[src/rtl/wdog_pkg.sv]
package wdog_pkg;
  localparam logic [1:0] A_CTRL   = 2'd0;
  localparam logic [1:0] A_PERIOD = 2'd1;
  localparam logic [1:0] A_STAT   = 2'd2;
  localparam logic [1:0] A_COUNT  = 2'd3;

  // sequenced control bits; index equals CTRL bit position
  localparam int B_ARM  = 0;
  localparam int B_KICK = 1;
  localparam int B_STOP = 2;
  localparam int N_SEQ  = 3;
  // level control bits
  localparam int B_IE   = 3;
  localparam int B_WAKE = 4;
endpackage

[src/rtl/wdog_seq_bit.sv]
// Detects a write of 1 followed by a write of 0 to one control bit.
module wdog_seq_bit (
  input  logic clk,
  input  logic rst_n,
  input  logic clr,
  input  logic wr,
  input  logic bit_val,
  output logic done
);
  logic pend;

  assign done = wr && !bit_val && pend && !clr;

  always_ff @(posedge clk or negedge rst_n) begin
    if (!rst_n)   pend <= 1'b0;
    else if (clr) pend <= 1'b0;
    else if (wr)  pend <= bit_val;
  end

  // a completed sequence consumes the pending 1
  a_r2_seq_consumed: assert property (@(posedge clk) disable iff (!rst_n)
    done |=> !pend);
endmodule

[src/rtl/wdog_counter.sv]
module wdog_counter #(
  parameter int CNT_W = 16
) (
  input  logic             clk,
  input  logic             rst_n,
  input  logic             clr,
  input  logic             rst_mode,
  input  logic             arm_go,
  input  logic             kick_go,
  input  logic             stop_go,
  input  logic [CNT_W-1:0] period,
  output logic             armed,
  output logic [CNT_W-1:0] count,
  output logic             expire
);
  logic reload;

  assign reload = !clr && !stop_go && (arm_go || (kick_go && armed));
  assign expire = armed && !clr && !reload && (count == '0);

  always_ff @(posedge clk or negedge rst_n) begin
    if (!rst_n)                   armed <= 1'b0;
    else if (clr || stop_go)      armed <= 1'b0;
    else if (arm_go)              armed <= 1'b1;
    else if (expire && rst_mode)  armed <= 1'b0;
  end

  always_ff @(posedge clk or negedge rst_n) begin
    if (!rst_n)                        count <= '0;
    else if (reload || expire)         count <= period;
    else if (armed && !clr && !stop_go) count <= count - CNT_W'(1);
  end

  // steady down-count while armed
  a_r1_count_step: assert property (@(posedge clk) disable iff (!rst_n)
    (armed && !reload && !expire && !clr && !stop_go) |=> (count == $past(count) - CNT_W'(1)));
  // only the arm sequence leaves the disabled state
  a_r3_stays_off: assert property (@(posedge clk) disable iff (!rst_n)
    (!armed && !arm_go) |=> !armed);
  // disabled count holds
  a_r3_count_hold: assert property (@(posedge clk) disable iff (!rst_n)
    (!armed && !arm_go) |=> $stable(count));
endmodule

[src/rtl/wdog_rst_pulse.sv]
module wdog_rst_pulse #(
  parameter int LEN = 4
) (
  input  logic clk,
  input  logic rst_n,
  input  logic start,
  output logic active
);
  localparam int PW = $clog2(LEN + 1);
  logic [PW-1:0] cnt;

  assign active = (cnt != '0);

  always_ff @(posedge clk or negedge rst_n) begin
    if (!rst_n)      cnt <= '0;
    else if (start)  cnt <= PW'(LEN);
    else if (active) cnt <= cnt - PW'(1);
  end

  // pulse begins at full length and ends after its last count
  a_r10_pulse_start: assert property (@(posedge clk) disable iff (!rst_n)
    $rose(active) |-> (cnt == PW'(LEN)));
  a_r10_pulse_end: assert property (@(posedge clk) disable iff (!rst_n)
    (active && cnt == PW'(1) && !start) |=> !active);
endmodule

[src/rtl/wdog_irq_ctrl.sv]
module wdog_irq_ctrl (
  input  logic clk,
  input  logic rst_n,
  input  logic clr,
  input  logic set_flag,
  input  logic ctrl_wr,
  input  logic ie_val,
  input  logic wake_val,
  input  logic stat_wr,
  input  logic stat_bit,
  input  logic glb_en,
  input  logic idle,
  output logic flag,
  output logic ie,
  output logic wake_en,
  output logic irq,
  output logic wake
);
  logic flag_clr;
  assign flag_clr = stat_wr && !stat_bit;

  always_ff @(posedge clk or negedge rst_n) begin
    if (!rst_n)        flag <= 1'b0;
    else if (set_flag) flag <= 1'b1;
    else if (flag_clr) flag <= 1'b0;
  end

  always_ff @(posedge clk or negedge rst_n) begin
    if (!rst_n) begin
      ie      <= 1'b0;
      wake_en <= 1'b0;
    end else if (clr) begin
      ie      <= 1'b0;
      wake_en <= 1'b0;
    end else if (ctrl_wr) begin
      ie      <= ie_val;
      wake_en <= wake_val;
    end
  end

  assign irq  = flag && ie && glb_en;
  assign wake = irq && wake_en && idle;

  // flag holds until a clearing write
  a_r7_flag_sticky: assert property (@(posedge clk) disable iff (!rst_n)
    (flag && !flag_clr) |=> flag);
  // flag only rises on an expiry
  a_r7_flag_origin: assert property (@(posedge clk) disable iff (!rst_n)
    $rose(flag) |-> $past(set_flag));
endmodule

[src/rtl/wdog_seq_top.sv]
module wdog_seq_top #(
  parameter int          DATA_W     = 16,
  parameter int          CNT_W      = 16,
  parameter int          PULSE_LEN  = 4,
  parameter logic [15:0] DEF_PERIOD = 16'd1000
) (
  input  logic              clk,
  input  logic              rst_n,
  input  logic              wr_en,
  input  logic [1:0]        wr_addr,
  input  logic [DATA_W-1:0] wr_data,
  input  logic [1:0]        rd_addr,
  output logic [DATA_W-1:0] rd_data,
  input  logic              cfg_rst_mode,
  input  logic              glb_irq_en,
  input  logic              idle_i,
  output logic              sys_rst_o,
  output logic              irq_o,
  output logic              wake_o
);
  import wdog_pkg::*;

  logic             ctrl_wr, per_wr, stat_wr;
  logic [N_SEQ-1:0] seq_done;
  logic [CNT_W-1:0] period, count;
  logic             armed, expire, pulse_act;
  logic             flag, ie, wake_en;

  assign ctrl_wr = wr_en && (wr_addr == A_CTRL);
  assign per_wr  = wr_en && (wr_addr == A_PERIOD);
  assign stat_wr = wr_en && (wr_addr == A_STAT);

  for (genvar g = 0; g < N_SEQ; g++) begin : g_seq
    wdog_seq_bit u_seq (
      .clk     (clk),
      .rst_n   (rst_n),
      .clr     (pulse_act),
      .wr      (ctrl_wr),
      .bit_val (wr_data[g]),
      .done    (seq_done[g])
    );
  end

  always_ff @(posedge clk or negedge rst_n) begin
    if (!rst_n)      period <= CNT_W'(DEF_PERIOD);
    else if (per_wr) period <= wr_data[CNT_W-1:0];
  end

  wdog_counter #(.CNT_W(CNT_W)) u_cnt (
    .clk      (clk),
    .rst_n    (rst_n),
    .clr      (pulse_act),
    .rst_mode (cfg_rst_mode),
    .arm_go   (seq_done[B_ARM]),
    .kick_go  (seq_done[B_KICK]),
    .stop_go  (seq_done[B_STOP]),
    .period   (period),
    .armed    (armed),
    .count    (count),
    .expire   (expire)
  );

  wdog_rst_pulse #(.LEN(PULSE_LEN)) u_pulse (
    .clk    (clk),
    .rst_n  (rst_n),
    .start  (expire && cfg_rst_mode),
    .active (pulse_act)
  );

  wdog_irq_ctrl u_irq (
    .clk      (clk),
    .rst_n    (rst_n),
    .clr      (pulse_act),
    .set_flag (expire && !cfg_rst_mode),
    .ctrl_wr  (ctrl_wr),
    .ie_val   (wr_data[B_IE]),
    .wake_val (wr_data[B_WAKE]),
    .stat_wr  (stat_wr),
    .stat_bit (wr_data[0]),
    .glb_en   (glb_irq_en),
    .idle     (idle_i),
    .flag     (flag),
    .ie       (ie),
    .wake_en  (wake_en),
    .irq      (irq_o),
    .wake     (wake_o)
  );

  assign sys_rst_o = pulse_act;

  always_comb begin
    rd_data = '0;
    case (rd_addr)
      A_CTRL: begin
        rd_data[B_ARM]  = armed;
        rd_data[B_IE]   = ie;
        rd_data[B_WAKE] = wake_en;
      end
      A_PERIOD: rd_data = DATA_W'(period);
      A_STAT:   rd_data[0] = flag;
      default:  rd_data = DATA_W'(count);
    endcase
  end

  // a reset pulse only starts in reset mode
  a_r5_pulse_mode: assert property (@(posedge clk) disable iff (!rst_n)
    $rose(sys_rst_o) |-> cfg_rst_mode);
  // the pulse leaves the watchdog disarmed
  a_r10_disarm: assert property (@(posedge clk) disable iff (!rst_n)
    sys_rst_o |=> !armed);
  // wake never without the interrupt request
  a_r9_wake_needs_irq: assert property (@(posedge clk) disable iff (!rst_n)
    wake_o |-> (irq_o && idle_i));
endmodule

[config.mk]
export PLATFORM = sky130hd
export DESIGN_NAME = wdog_seq_top
export DESIGN_NICKNAME = d
export VERILOG_FILES = /design/src/rtl/wdog_pkg.sv /design/src/rtl/wdog_seq_bit.sv /design/src/rtl/wdog_counter.sv /design/src/rtl/wdog_rst_pulse.sv /design/src/rtl/wdog_irq_ctrl.sv /design/src/rtl/wdog_seq_top.sv
export SDC_FILE = /design/constraint.sdc
export NUM_CORES = 1
export LEC_CHECK = 0
export ABC_AREA = 1
export BUFFER_PORTS_ARGS = -buffer_cell sky130_fd_sc_hd__buf_2
export CORE_UTILIZATION = 55
export CTS_CLUSTER_DIAMETER = 120
export DETAILED_ROUTE_END_ITERATION = 16
export MAX_ROUTING_LAYER = met4
export PLACE_DENSITY = 0.76
export SKIP_LAST_GASP = 1
export SYNTH_ARGS = -nofsm -noshare
export SYNTH_HDL_FRONTEND = slang
export SYNTH_SLANG_ARGS = --single-unit
[constraint.sdc]
create_clock -name clk -period 1.9 [get_ports clk]
set_input_delay 0.285 -clock clk [delete_from_list [all_inputs] [get_ports clk]]
set_output_delay 0.285 -clock clk [all_outputs]
set_load 0.03 [all_outputs]
Word level (Yosys, flattened, before mapping)
Index checks and enable logic that the tools add are counted.
Widths: inputs -> output; s select.

storage, ports and cells
  input port bits = 26
  logic and storage cells = 85
  register bits after elaboration = 42

operators by class
  muxes and demuxes = 23
  add/sub/neg operators = 2
  equality and inequality tests = 4
  reduce and logical (&&, ||, !) cells = 46

operator list
  cell                   number
  $mux 16                2
  $logic_and 1x1->1      26
  $pmux 11 s2            1
  $logic_not 16->1       1
  $sub 16x1->16 const B  1
  $mux 1                 15
  $reduce_bool 2->1      4
  $logic_not 1->1        7
  $mux 3                 2
  $pmux 2 s3             1
  $reduce_bool 3->1      2
  $eq 2x1->1 const B     2
  $eq 2x2->1 const B     2
  $logic_not 2->1        2
  $pmux 2 s2             1
  $logic_or 1x1->1       3
  $pmux 1 s3             1
  $sub 3x1->3 const B    1
  $reduce_or 2->1        1

Depth between registers and ports, before layout
  word-level depth = 15
  mapped depth = 12

By module
Synthesis repeated with hierarchy kept, for this count alone.

unflattened totals
  cells, all modules = 400
  area, all modules = 2726.4 µm²

modules (own cells, without submodules)
  module          area an instance (µm²)  cells an instance  instances
  wdog_counter    1297.5                  192                1
  wdog_seq_top    929.6                   136                1
  wdog_seq_bit    60.1                    10                 3
  wdog_rst_pulse  173.9                   22                 1
  wdog_irq_ctrl   145.1                   20                 1

Worst setup path before layout
Ideal clock, no wire load.

  path kind = reg2reg
  start point = register u_pulse.cnt[0]
  end point = register u_cnt.count[14]
  stages on the path, launching flop included = 11
  setup time = 0.124 ns
  clock period less this slack = 1.618 ns
  path slack = 0.282 ns
  arrival time = 1.493 ns
  path through = dfrtp_1 inv_1 ha_1 nand2_2 inv_2 nand2_1 inv_1 nand2_4 buf_2 nand4_1 nand3_1

between the ends
  longest elaborated chain between the ends = 11
  elaborated cells on any way between the ends = 18
  classes of those cells = mux (1); reduce/logical (17)

ends and longest elaborated chain
  element                                                line                                    RTL
  start, declared                                        wdog_rst_pulse.sv:10                    logic [PW-1:0] cnt;
  start signal, assigned                                 wdog_rst_pulse.sv:16                    else if (start) cnt <= PW'(LEN);
  start signal, assigned                                 wdog_rst_pulse.sv:17                    else if (active) cnt <= cnt - PW'(1);
  $reduce_bool 3->1 (*)                                  wdog_rst_pulse.sv:12                    assign active = (cnt != '0);
  named net sys_rst_o                                    wdog_seq_top.sv:17                      output logic sys_rst_o,
  $logic_not 1->1 (*)                                    -
  $logic_and 1x1->1                                      wdog_seq_bit.sv:12                      assign done = wr && !bit_val && pend && !clr;
  $logic_not 1->1 or $logic_and 1x1->1 (tied branches)   wdog_counter.sv:18, wdog_counter.sv:31
  $logic_and 1x1->1 or $logic_or 1x1->1 (tied branches)  wdog_counter.sv:18                      assign reload = !clr && !stop_go && (arm_go || (kick_go && armed));
  $logic_and 1x1->1                                      wdog_counter.sv:18
  $logic_not 1->1                                        wdog_counter.sv:19                      assign expire = armed && !clr && !reload && (count == '0);
  $logic_and 1x1->1 (2 in a row)                         wdog_counter.sv:19
  $logic_or 1x1->1                                       wdog_counter.sv:30                      else if (reload || expire) count <= period;
  $mux 16 or $reduce_bool 2->1 (tied branches)           -
  end signal, assigned                                   wdog_counter.sv:30
  end signal, assigned                                   wdog_counter.sv:31                      else if (armed && !clr && !stop_go) count <= count - CNT_W'(1);
  end, declared                                          wdog_counter.sv:13                      output logic [CNT_W-1:0] count,

Mark *: on every way through the listed nets, which the timed path passes. The rest lies on a longest branch.
A chain may end at the register's enable or synchronous reset.

Final worst setup path
  start point = register u_cnt.count[0]
  end point = register u_cnt.count[15]

between the ends
  longest elaborated chain between the ends = 4
  elaborated cells on any way between the ends = 7
  classes of those cells = add/sub (1); mux (2); reduce/logical (4)

ends and longest elaborated chain
  element
  parallel branches: the longest is 4 deep, another holds $sub 16x1->16

Several ways; the timed one is not identified. The select of a mux whose other input is x is not followed.

==> flow_summary.toml <==
[outcome]
status = "completed"

[worst_hold_path]
hold_class = "in2async"

[run]
maxCapViolations = 0

[yosys]
ys.flop_type = "dfrtp_1"
yosysMostFrequentCell = "nand2_1"
synth_seq_cells = 42
syn_inst = 331
netlist_area_um2 = 2530
yosysTopAreaCell = "dfrtp_1"
yosysWarnings = 0
synthTopCellsByArea = "dfrtp_1 (36%), nand2_1 (13%), dfstp_2 (6.2%), inv_1 (5.9%), nand3_1 (5.3%)"
syn_avg_cell_area_um2 = 7.64
ys_seq_area_share_pct = 41.9
async_flop_share_pct = 100
synth-edff-count = 0
ys_types = 31
synth_top_area_share_pct = 35.6
synth_fp_nets = 360
synth.top_cells.by_count = "nand2_1 (87), inv_1 (40), dfrtp_1 (36)"

[sta]
finalSetupViolCount = 0
period_share_pct = 95.2
fin_skew_ns = 0.00547
rsz0062_at_grt = "yes"
drv_slew = 0
finalSetupTns_ns = 0
tightest_slew_ns = 0.545
hold_violations = 0
finalCriticalPeriod_ns = 1.81
fmax_ghz = 0.553
slew_headroom_pct = 63.6

[global_route]
grt_pass1_wl_um = 10100
grt_max_degree = 43
grt_pass1_vias = 2210
antenna_found_initial = 0
track_usage_pct = 27.0
grt.overflow.total = 0

[setup_path]
crit_top_cell = "inv_1"
start_kind = "flop"
path_delay_family = "simple AND/OR/NAND/NOR gates"
criticalPathCategory = "reg2reg"
crit_slowest_cell = "dfrtp_1"
crit_chain = "inv_1 > ha_1 > inv_1 > nor2_4 > nand3_4 > nand2_8 > nor2_2 > nand2_1 > nand3_1"
timing.critical_path.buf_inv = 2
endpoint_kind = "flop"
cp.required_ns = 2.08
slowest_delay_ns = 0.40
critical_path_arrival_ns = 1.99
path_max_fanout = 20

[pwr]
ir_drop_mv = 0.628
p_leak_nw = 1.49
powerDensity_nw_per_um2 = 1140

[detailed_routing]
dr.pass1.iters = 5
drc_errors = 0
routedWlPerCell_um = 14.0
vias_per_cell = 5.50
dr_total_vias = 2394
drtIter0Drc = 198
finalWirelength_um = 6090
antenna_left = 0

[final_layout]
final_nets = 411
num_antenna_cells = 0
fin_cells = 435
nFillCells = 371
drive_gt1_share_pct = 25.1
syn2layout_area_growth_pct = 16.4

[floorplanning]
ios = 45
fp-row-count = 24
core_um2 = 4380
die_y_um = 69.8
die-width_um = 69.8
start_util_pct = 57.7
dieArea_um2 = 4870

[cts]
ctsResizeCount = 0
cts_root_buf = "clkbuf_8"
clock_latency_ns = 0.30
cts_tree = "built"
post_cts_buffers = 0
ctsHoldBuffers = 0
clk_pin_slew_ns = 0.08
h-tree-depth = 2
numCtsBuffers = 5
clockBufferDepth = 2
clock_sinks = 42

[place]
portBuffers = 44
hpwl_um = 4460
place_congestion = 0.919
place_inst = 426
routing by layer:
layer / wire length [um] / track usage (%) / part of all wire [%]
met4: 80 / 7.56 / 1.3
met3: 383 / 4.94 / 6.3
met1: 2910 / 38.5 / 48
met2: 2710 / 39.4 / 45
met5: 0 / - / 0
kinds of logic after synthesis:
family | after synthesis | synth area share [%]
AND/OR/NAND/NOR | 176 | 32.3
buffers and inverters | 50 | 8.02
flip-flops | 42 | 41.9
AO/OA/AOI/OAI | 40 | 8.46
XOR/XNOR | 10 | 3.46
multiplexers | 10 | 4.45
adder cells (fa/ha/maj) | 3 | 1.48
state kept, by name, indices dropped and copies added (netlist names):
signal            count
g_seq.u_seq.pend      3
period               16
u_cnt.armed           1
u_cnt.count          16
u_irq.flag            1
u_irq.ie              1
u_irq.wake_en         1
u_pulse.cnt           3
path summary, 6_finish.rpt:
check | startpoint | to | slack [ns] | cells past startpoint
worst max-delay path | u_cnt.count[0] | u_cnt.count[15] | 0.09 | 9
worst min-delay path | rst_n | period[4] | 0.05 | 2
worst max register to register | u_cnt.count[0] | u_cnt.count[15] | 0.09 | 9
worst min register to register | period[12] | u_cnt.count[12] | 0.47 | 2
max in group asynchronous | rst_n | period[8] | 1.46 | 2
min in group clk | cfg_rst_mode | u_irq.flag | 0.20 | 2
layout make-up:
type,instances,area (um2),share of cell area [%]
clock buffers,6,82.6,2.81
clock inverters,2,12.5,0.425
inverters,42,158,5.36
multi-input cells,240,1290,44.0
flip-flops and latches,42,1060,36.0
well taps,52,65.1,2.21
repair buffers,51,273,9.27
stage by stage:
| stage | utilization, % | hold WS, ns | power (mW) | worst slack, ns | area, um2 |
|---|---|---|---|---|---|
| 2_1_floorplan | - | -0.0106 | 2.37 | 0.282 | 2530 |
| 3_3_place_gp | 64.4 | 0.387 | 2.71 | 0.0808 | 2820 |
| 3_5_place_dp | 64.4 | 0.388 | 2.73 | 0.0494 | 2820 |
| 4_1_cts | 66.5 | 0.0668 | 3.35 | 0.0331 | 2920 |
| 5_1_grt | 67.1 | 0.0895 | 3.60 | -0.00932 | 2940 |
| 6_report | 67.1 | 0.0495 | 3.36 | 0.0912 | 2940 |
layout by cell type (no fill, tap or decap), drive strengths merged:
cell      instances
xnor2             1
o22ai             2
clkbuf            6
mux2             10
nor2             38
xor2              9
nand3            29
or2               1
nand2            92
clkinvlp          1
dfstp             6
inv              42
a211oi            2
a21oi             6
a31oi             1
o211ai            2
dfrtp            36
nand4            15
o21ai            27
ha                3
clkinv            1
buf              51
nor3              2
report_power, final:
part	switching, mW	internal [mW]
Sequential	0.229	1.14
Clock	0.312	0.292
Combinational	0.901	0.489
Power figures use the tool's default switching activity.
